**config.mk**
```make
export PLATFORM = sky130hd
export DESIGN_NAME = spi_ctrl_port
export DESIGN_NICKNAME = d
export VERILOG_FILES = /design/src/rtl/spi_port_pkg.sv /design/src/rtl/spi_pin_sync.sv /design/src/rtl/spi_port_cfg.sv /design/src/rtl/spi_xfer_fsm.sv /design/src/rtl/spi_ctrl_port.sv
export SDC_FILE = /design/constraint.sdc
export NUM_CORES = 1
export LEC_CHECK = 0
export ABC_AREA = 1
export CORE_MARGIN = 8
export CORE_UTILIZATION = 50
export CTS_CLUSTER_SIZE = 8
export DETAILED_ROUTE_END_ITERATION = 8
export GPL_TIMING_DRIVEN = 0
export PLACE_DENSITY_LB_ADDON = 0.25
export SLEW_MARGIN = 10
export SYNTH_ARGS = -nofsm -noshare
export SYNTH_HDL_FRONTEND = slang
export SYNTH_SLANG_ARGS = --single-unit
export TNS_END_PERCENT = 100
```
**constraint.sdc**
```tcl
create_clock -name clk -period 4.3 [get_ports clk]
set_input_delay 1.29 -clock clk [delete_from_list [all_inputs] [get_ports clk]]
set_output_delay 1.29 -clock clk [all_outputs]
set_load 0.02 [all_outputs]
```
**src/rtl/spi_port_pkg.sv**
```systemverilog
// Shared widths, state encoding and configuration field positions for the
// serial register-access port. Assumes byte-wide registers and a 16-bit
// instruction made of direction, two-bit count and address.
package spi_port_pkg;
    localparam int DATA_W  = 8;
    localparam int ADDR_W  = 13;
    localparam int INSTR_W = 2 * DATA_W;
    localparam int CNT_W   = $clog2(DATA_W);
    localparam int CFG_W   = 2;
    localparam int CFG_LSB_BIT = 0;
    localparam int CFG_4W_BIT  = 1;

    typedef enum logic [1:0] {
        ST_IDLE = 2'd0,
        ST_RUN  = 2'd1,
        ST_HOLD = 2'd2,
        ST_DONE = 2'd3
    } xfer_st_t;

    // Address after one byte: up in LSB-first order, down in MSB-first order.
    function automatic logic [ADDR_W-1:0] next_addr(input logic [ADDR_W-1:0] a,
                                                    input logic lsb);
        return lsb ? a + ADDR_W'(1) : a - ADDR_W'(1);
    endfunction
endpackage

```
**src/rtl/spi_pin_sync.sv**
```systemverilog
// Multi-stage synchronizer for asynchronous serial pins.
// Assumes each lane is a slow level compared with clk; RST_VAL gives the
// idle level of each lane so that no false edge follows reset.
module spi_pin_sync #(
    parameter int          STAGES  = 2,
    parameter int          WIDTH   = 3,
    parameter logic [WIDTH-1:0] RST_VAL = '0
) (
    input  logic             clk,
    input  logic             rst_n,
    input  logic [WIDTH-1:0] pin_i,
    output logic [WIDTH-1:0] pin_s
);
    for (genvar g = 0; g < WIDTH; g++) begin : g_lane
        logic [STAGES-1:0] chain;
        // Shift the raw pin through the synchronizer chain.
        always_ff @(posedge clk) begin
            if (!rst_n) chain <= {STAGES{RST_VAL[g]}};
            else        chain <= {chain[STAGES-2:0], pin_i[g]};
        end
        assign pin_s[g] = chain[STAGES-1];
    end
endmodule

```
**src/rtl/spi_port_cfg.sv**
```systemverilog
// Configuration byte held inside the port (bit order and wiring select).
// Assumes the caller asserts wr_en only for writes aimed at address 0.
module spi_port_cfg import spi_port_pkg::*; (
    input  logic             clk,
    input  logic             rst_n,
    input  logic             wr_en,
    input  logic [CFG_W-1:0] wbits,
    output logic             lsb_first,
    output logic             four_wire
);
    logic [CFG_W-1:0] cfg_q;
    // Hold the configuration; reset gives MSB-first, 3-wire.
    always_ff @(posedge clk) begin
        if (!rst_n)     cfg_q <= '0;
        else if (wr_en) cfg_q <= wbits;
    end
    assign lsb_first = cfg_q[CFG_LSB_BIT];
    assign four_wire = cfg_q[CFG_4W_BIT];
endmodule

```
**src/rtl/spi_xfer_fsm.sv**
```systemverilog
// Transfer engine: detects SCLK and chip-select edges on synchronized
// levels, assembles the instruction, counts payload bytes, steps the
// address, issues write strobes and shifts read data on falling edges.
// Assumes each SCLK phase spans at least four clk cycles, so the read
// byte is loaded before its first falling edge.
module spi_xfer_fsm import spi_port_pkg::*; (
    input  logic              clk,
    input  logic              rst_n,
    input  logic              sclk_s,
    input  logic              csn_s,
    input  logic              din_s,
    input  logic              lsb_first,
    input  logic [DATA_W-1:0] rd_byte,
    output logic [ADDR_W-1:0] byte_addr,
    output logic              byte_wr,
    output logic [DATA_W-1:0] byte_data,
    output logic              out_bit,
    output logic              drive
);
    xfer_st_t          st_q;
    logic              sclk_q, csn_q;
    logic [CNT_W-1:0]  bit_q;
    logic [DATA_W-1:0] sh_q, first_q, tx_q, wdata_q;
    logic [ADDR_W-1:0] addr_q;
    logic [1:0]        left_q;
    logic              second_q, data_q, rw_q, stream_q;
    logic              step_q, load_q, wr_q, obit_q;

    logic              sclk_rise, sclk_fall, cs_rise, cs_fall;
    logic [DATA_W-1:0] nb;
    logic [INSTR_W-1:0] instr_w;

    assign sclk_rise = sclk_s & ~sclk_q;
    assign sclk_fall = ~sclk_s & sclk_q;
    assign cs_rise   = csn_s & ~csn_q;
    assign cs_fall   = ~csn_s & csn_q;
    assign nb        = lsb_first ? {din_s, sh_q[DATA_W-1:1]} : {sh_q[DATA_W-2:0], din_s};
    assign instr_w   = lsb_first ? {nb, first_q} : {first_q, nb};

    // Remember the previous synchronized levels for edge detection.
    always_ff @(posedge clk) begin
        if (!rst_n) begin
            sclk_q <= 1'b0;
            csn_q  <= 1'b1;
        end else begin
            sclk_q <= sclk_s;
            csn_q  <= csn_s;
        end
    end

    // Main transfer sequencing, address stepping and data shifting.
    always_ff @(posedge clk) begin
        if (!rst_n) begin
            st_q <= ST_IDLE; bit_q <= '0; sh_q <= '0; first_q <= '0;
            tx_q <= '0; wdata_q <= '0; addr_q <= '0; left_q <= '0;
            second_q <= 1'b0; data_q <= 1'b0; rw_q <= 1'b0; stream_q <= 1'b0;
            step_q <= 1'b0; load_q <= 1'b0; wr_q <= 1'b0; obit_q <= 1'b0;
        end else begin
            wr_q   <= 1'b0;
            step_q <= 1'b0;
            load_q <= step_q;
            if (step_q) addr_q <= next_addr(addr_q, lsb_first);
            if (load_q) tx_q <= rd_byte;
            unique case (st_q)
                ST_IDLE: if (cs_fall) begin
                    st_q <= ST_RUN; bit_q <= '0; second_q <= 1'b0; data_q <= 1'b0;
                end
                ST_RUN: begin
                    if (cs_rise) begin
                        if (bit_q != '0)             st_q <= ST_IDLE;
                        else if (data_q)             st_q <= stream_q ? ST_IDLE : ST_HOLD;
                        else if (!second_q)          st_q <= ST_IDLE;
                        else                         st_q <= ST_HOLD;
                    end else if (sclk_rise) begin
                        sh_q  <= nb;
                        bit_q <= bit_q + CNT_W'(1);
                        if (bit_q == CNT_W'(DATA_W - 1)) begin
                            if (!data_q && !second_q) begin
                                first_q  <= nb;
                                second_q <= 1'b1;
                            end else if (!data_q) begin
                                data_q   <= 1'b1;
                                rw_q     <= instr_w[INSTR_W-1];
                                stream_q <= &instr_w[INSTR_W-2 -: 2];
                                left_q   <= instr_w[INSTR_W-2 -: 2] + 2'd1;
                                addr_q   <= instr_w[ADDR_W-1:0];
                                load_q   <= 1'b1;
                            end else begin
                                wr_q    <= ~rw_q;
                                wdata_q <= nb;
                                step_q  <= 1'b1;
                                if (!stream_q) begin
                                    left_q <= left_q - 2'd1;
                                    if (left_q == 2'd1) st_q <= ST_DONE;
                                end
                            end
                        end
                    end
                    if (sclk_fall && data_q && rw_q) begin
                        obit_q <= lsb_first ? tx_q[0] : tx_q[DATA_W-1];
                        tx_q   <= lsb_first ? (tx_q >> 1) : (tx_q << 1);
                    end
                end
                ST_HOLD: if (cs_fall) st_q <= ST_RUN;
                ST_DONE: if (cs_rise) st_q <= ST_IDLE;
                default: st_q <= ST_IDLE;
            endcase
        end
    end

    assign byte_addr = addr_q;
    assign byte_wr   = wr_q;
    assign byte_data = wdata_q;
    assign out_bit   = obit_q;
    assign drive     = rw_q & data_q & (st_q != ST_IDLE);
endmodule

```
**src/rtl/spi_ctrl_port.sv**
```systemverilog
// Top of the serial register-access slave port. Synchronizes the pins,
// runs the transfer engine, decodes the internal configuration byte at
// address 0 and forms the output drive enables.
// Assumes reg_rdata is a combinational function of reg_addr.
module spi_ctrl_port import spi_port_pkg::*; #(
    parameter int SYNC_STAGES = 2
) (
    input  logic              clk,
    input  logic              rst_n,
    input  logic              sclk_i,
    input  logic              csn_i,
    input  logic              sdio_i,
    output logic              sdio_o,
    output logic              sdio_oe,
    output logic              sdo_o,
    output logic              sdo_oe,
    output logic [ADDR_W-1:0] reg_addr,
    output logic              reg_wr,
    output logic [DATA_W-1:0] reg_wdata,
    input  logic [DATA_W-1:0] reg_rdata
);
    logic [2:0]        pins_s;
    logic              lsb_first, four_wire, cfg_hit, byte_wr, out_bit, drive;
    logic [ADDR_W-1:0] byte_addr;
    logic [DATA_W-1:0] byte_data, rd_byte;

    spi_pin_sync #(.STAGES(SYNC_STAGES), .WIDTH(3), .RST_VAL(3'b010)) u_sync (
        .clk(clk), .rst_n(rst_n),
        .pin_i({sdio_i, csn_i, sclk_i}), .pin_s(pins_s)
    );

    spi_port_cfg u_cfg (
        .clk(clk), .rst_n(rst_n),
        .wr_en(byte_wr & cfg_hit), .wbits(byte_data[CFG_W-1:0]),
        .lsb_first(lsb_first), .four_wire(four_wire)
    );

    spi_xfer_fsm u_fsm (
        .clk(clk), .rst_n(rst_n),
        .sclk_s(pins_s[0]), .csn_s(pins_s[1]), .din_s(pins_s[2]),
        .lsb_first(lsb_first), .rd_byte(rd_byte),
        .byte_addr(byte_addr), .byte_wr(byte_wr), .byte_data(byte_data),
        .out_bit(out_bit), .drive(drive)
    );

    assign cfg_hit   = (byte_addr == '0);
    assign rd_byte   = cfg_hit ? {{(DATA_W-CFG_W){1'b0}}, four_wire, lsb_first} : reg_rdata;
    assign reg_addr  = byte_addr;
    assign reg_wr    = byte_wr & ~cfg_hit;
    assign reg_wdata = byte_data;
    assign sdio_o    = out_bit;
    assign sdo_o     = out_bit;
    assign sdio_oe   = drive & ~csn_i & ~four_wire;
    assign sdo_oe    = drive & ~csn_i & four_wire;
endmodule

```
==> impl_metrics.json <==
{
  "initial_core_util": 0.512,
  "drcViolationCount": 0,
  "netlist_area_sq_um": 3940,
  "comb_power_share": 0.042,
  "holdWs_ps": 418,
  "internal_power_w": 0.00102,
  "die_area_sq_um": 11000,
  "p_switching_w": 0.000311,
  "syn_avg_cell_area_sq_um": 6.72,
  "synth_compound_area_frac": 0.188,
  "fillers": 749,
  "areaGrowthSynthToFinish_pct": 18.5,
  "cts_tree": "yes",
  "wl_per_cell_um": 14.1,
  "cap_violations": 0,
  "ys.flop_type": "dfxtp_1",
  "setup_viol": 0,
  "drive_gt1_frac": 0.0657,
  "drv_slew": 0,
  "startpoint_type": "input port",
  "cts_buffers": 9,
  "fmax_mhz": 257,
  "syn_nets": 616,
  "synth_fa_ha_area_frac": 0.0560,
  "crit_arrival_ps": 2600,
  "synth_top_family_by_area": "simple AND/OR/NAND/NOR gates",
  "ys_async_sr_fraction": 0,
  "peakVddDrop_v": 0.000236,
  "synth_edf_count": 0,
  "post-cts-setup-buffer-count": 0,
  "path_class": "input port to primary output",
  "pwr-share-seq": 0.494,
  "antenna_found_initial": 0,
  "postCtsHoldBufs": 0,
  "synthSimpleGateAreaFrac": 0.284,
  "ios": 39,
  "viasPerCell": 5.31,
  "synth_warnings": 0,
  "synth_seq_cells": 70,
  "grt_max_degree": 22,
  "required_ps": 3010,
  "swShare": 0.233,
  "layout_common_cells": "nand2_1 (167), inv_1 (77), dfxtp_1 (70)",
  "cts_buffer_depth": 2,
  "finalHoldViolations": 0,
  "mostFrequentLayoutCell": "nand2_1",
  "outcome": "complete, no violations",
  "setup_ws_ps": 410,
  "clock_sinks": 70,
  "port-buffer-count": 37,
  "relSlewSlack": 0.285,
  "end_kind": "primary output",
  "seqCellArea_sq_um": 1400,
  "first_iter_violations": 219,
  "final_nets": 664,
  "grt_pass1_wl_mm": 17.3,
  "tightest_slew_ps": 1070,
  "drt-total-wl_mm": 10.5,
  "clockRootBuffer": "clkbuf_8",
  "finalClockSkew_ps": 12.6,
  "setup_tns_ps": 0,
  "p_leak_nw": 2.14,
  "dp_hpwl_mm": 7.74,
  "insertion_delay_ps": 360,
  "path_max_fanout": 2,
  "yosys.area_share.xor_xnor": 0.0111,
  "ctsResizeCount": 0,
  "period_needed_ps": 3890,
  "reg2reg_depth": 12,
  "die-height_um": 105,
  "rsz0062_at_grt": "no",
  "fin_util": 0.607,
  "via_count": 3937,
  "clkSlewWorstSetupHoldPaths_ps": 90,
  "rows": 32,
  "power_w": 0.00133,
  "cts_max_level": 3,
  "synthMuxAreaShare": 0,
  "multi_input_area_sq_um": 2120,
  "synthCells": 586,
  "yosysSeqAreaShare": 0.356,
  "routabilityCongestion": 0.862,
  "core_area_sq_um": 7690,
  "period_share": 0.905,
  "grt_pass1_vias": 3714,
  "die-width_um": 105,
  "drtAntennaViolNets": 0,
  "pwr-share-clk": 0.464,
  "grt_overflow": 0,
  "whs_path_depth": 2,
  "dp_slack_ps": 403,
  "diodes": 0,
  "globalRouteTotalUtil": 0.190,
  "power_density_nw_per_um2": 286,
  "hold_path_class": "flop to flop",
  "ys_types": 34,
  "dr.pass1.iters": 5
}
[critical path: stages]
cell and delay (ps):
clkdlybuf4s50_1 400, inv_1 70, o211ai_1 110, nor2_1 110
clkdlybuf4s50_1 630
[power by group through the flow]
stage	sequential (W)	clock, W	combinational, W
floorplan	0.000673	0	0.0000332
global placement	0.000674	0	0.0000541
detailed placement	0.000674	0	0.0000548
CTS	0.000659	0.000625	0.0000551
global route	0.000660	0.000651	0.0000622
finish	0.000660	0.000619	0.0000555
[flip-flops by register name (all words and copies together) (netlist names), 2 cells and up]
register             flops
u_fsm.st_q               2
u_fsm.tx_q               8
u_cfg.cfg_q              2
u_sync.g_lane.chain      6
u_fsm.byte_data          8
u_fsm.left_q             2
u_fsm.sh_q               8
u_fsm.byte_addr         13
u_fsm.first_q            8
u_fsm.bit_q              3
[cell type report]
type                       instances  share of cell area
multi-input combinational        412               0.454
sequential                        70               0.300
timing repair buffer              37              0.0794
inverter                          85              0.0684
clock buffer                      10              0.0295
tap                              102              0.0274
buffer                            19              0.0207
clock inverter                     6              0.0201
[metrics by stage]
step / std cells / cell area, sq um
6_report: 741 / 4660
5_1_grt: 741 / 4660
4_1_cts: 741 / 4660
3_3_place_gp: 725 / 4430
3_5_place_dp: 725 / 4430
2_1_floorplan: 586 / 3940
[kinds of logic after synthesis]
| family | after synthesis |
|---|---|
| buffers and inverters | 104 |
| AOI/OAI and AO/OA | 139 |
| adders and majority gates | 17 |
| and+or+nand+nor | 251 |
| DFF | 70 |
| xor gates and xnor gates | 5 |
[cell usage after synthesis (all sizes together), types with 2 or more instances]
| master | count | area [sq um] |
|---|---|---|
| a22oi | 6 | 45.0 |
| or2 | 3 | 18.8 |
| nor2 | 37 | 210 |
| nand2 | 169 | 649 |
| o21ai | 50 | 254 |
| inv | 82 | 308 |
| ha | 16 | 200 |
| clkinv | 3 | 11.3 |
| nand4 | 8 | 56.3 |
| dfxtp | 70 | 1400 |
| nand3b | 3 | 22.5 |
| a31oi | 10 | 62.6 |
| clkbuf | 10 | 38.8 |
| a21oi | 69 | 345 |
| nand3 | 29 | 145 |
| xor2 | 5 | 43.8 |
| a211oi | 2 | 15.0 |
| buf | 9 | 57.6 |
[per-layer routing]
layer  GRT usage  share of wire  vias up
met3      0.0393          0.068       10
met4      0.0591          0.010        0
met1       0.241           0.45     1794
met5           0              0        -
met2       0.315           0.47      132
li1            -              -     2001
[worst paths after layout]
path / endpoint / slack (ps) / start
setup / recovery: sdio_oe / 410 / csn_i
hold / removal: u_sync.g_lane[2].chain[1]$_SDFF_PN0_ / 420 / u_sync.g_lane[2].chain[0]$_SDFF_PN0_
setup reg to reg: u_fsm.byte_addr[6]$_SDFF_PN0_ / 1460 / u_cfg.cfg_q[0]$_SDFFE_PN0P_
hold reg to reg: u_sync.g_lane[2].chain[1]$_SDFF_PN0_ / 420 / u_sync.g_lane[2].chain[0]$_SDFF_PN0_
No activity file was read; power rests on OpenSTA's default activity.
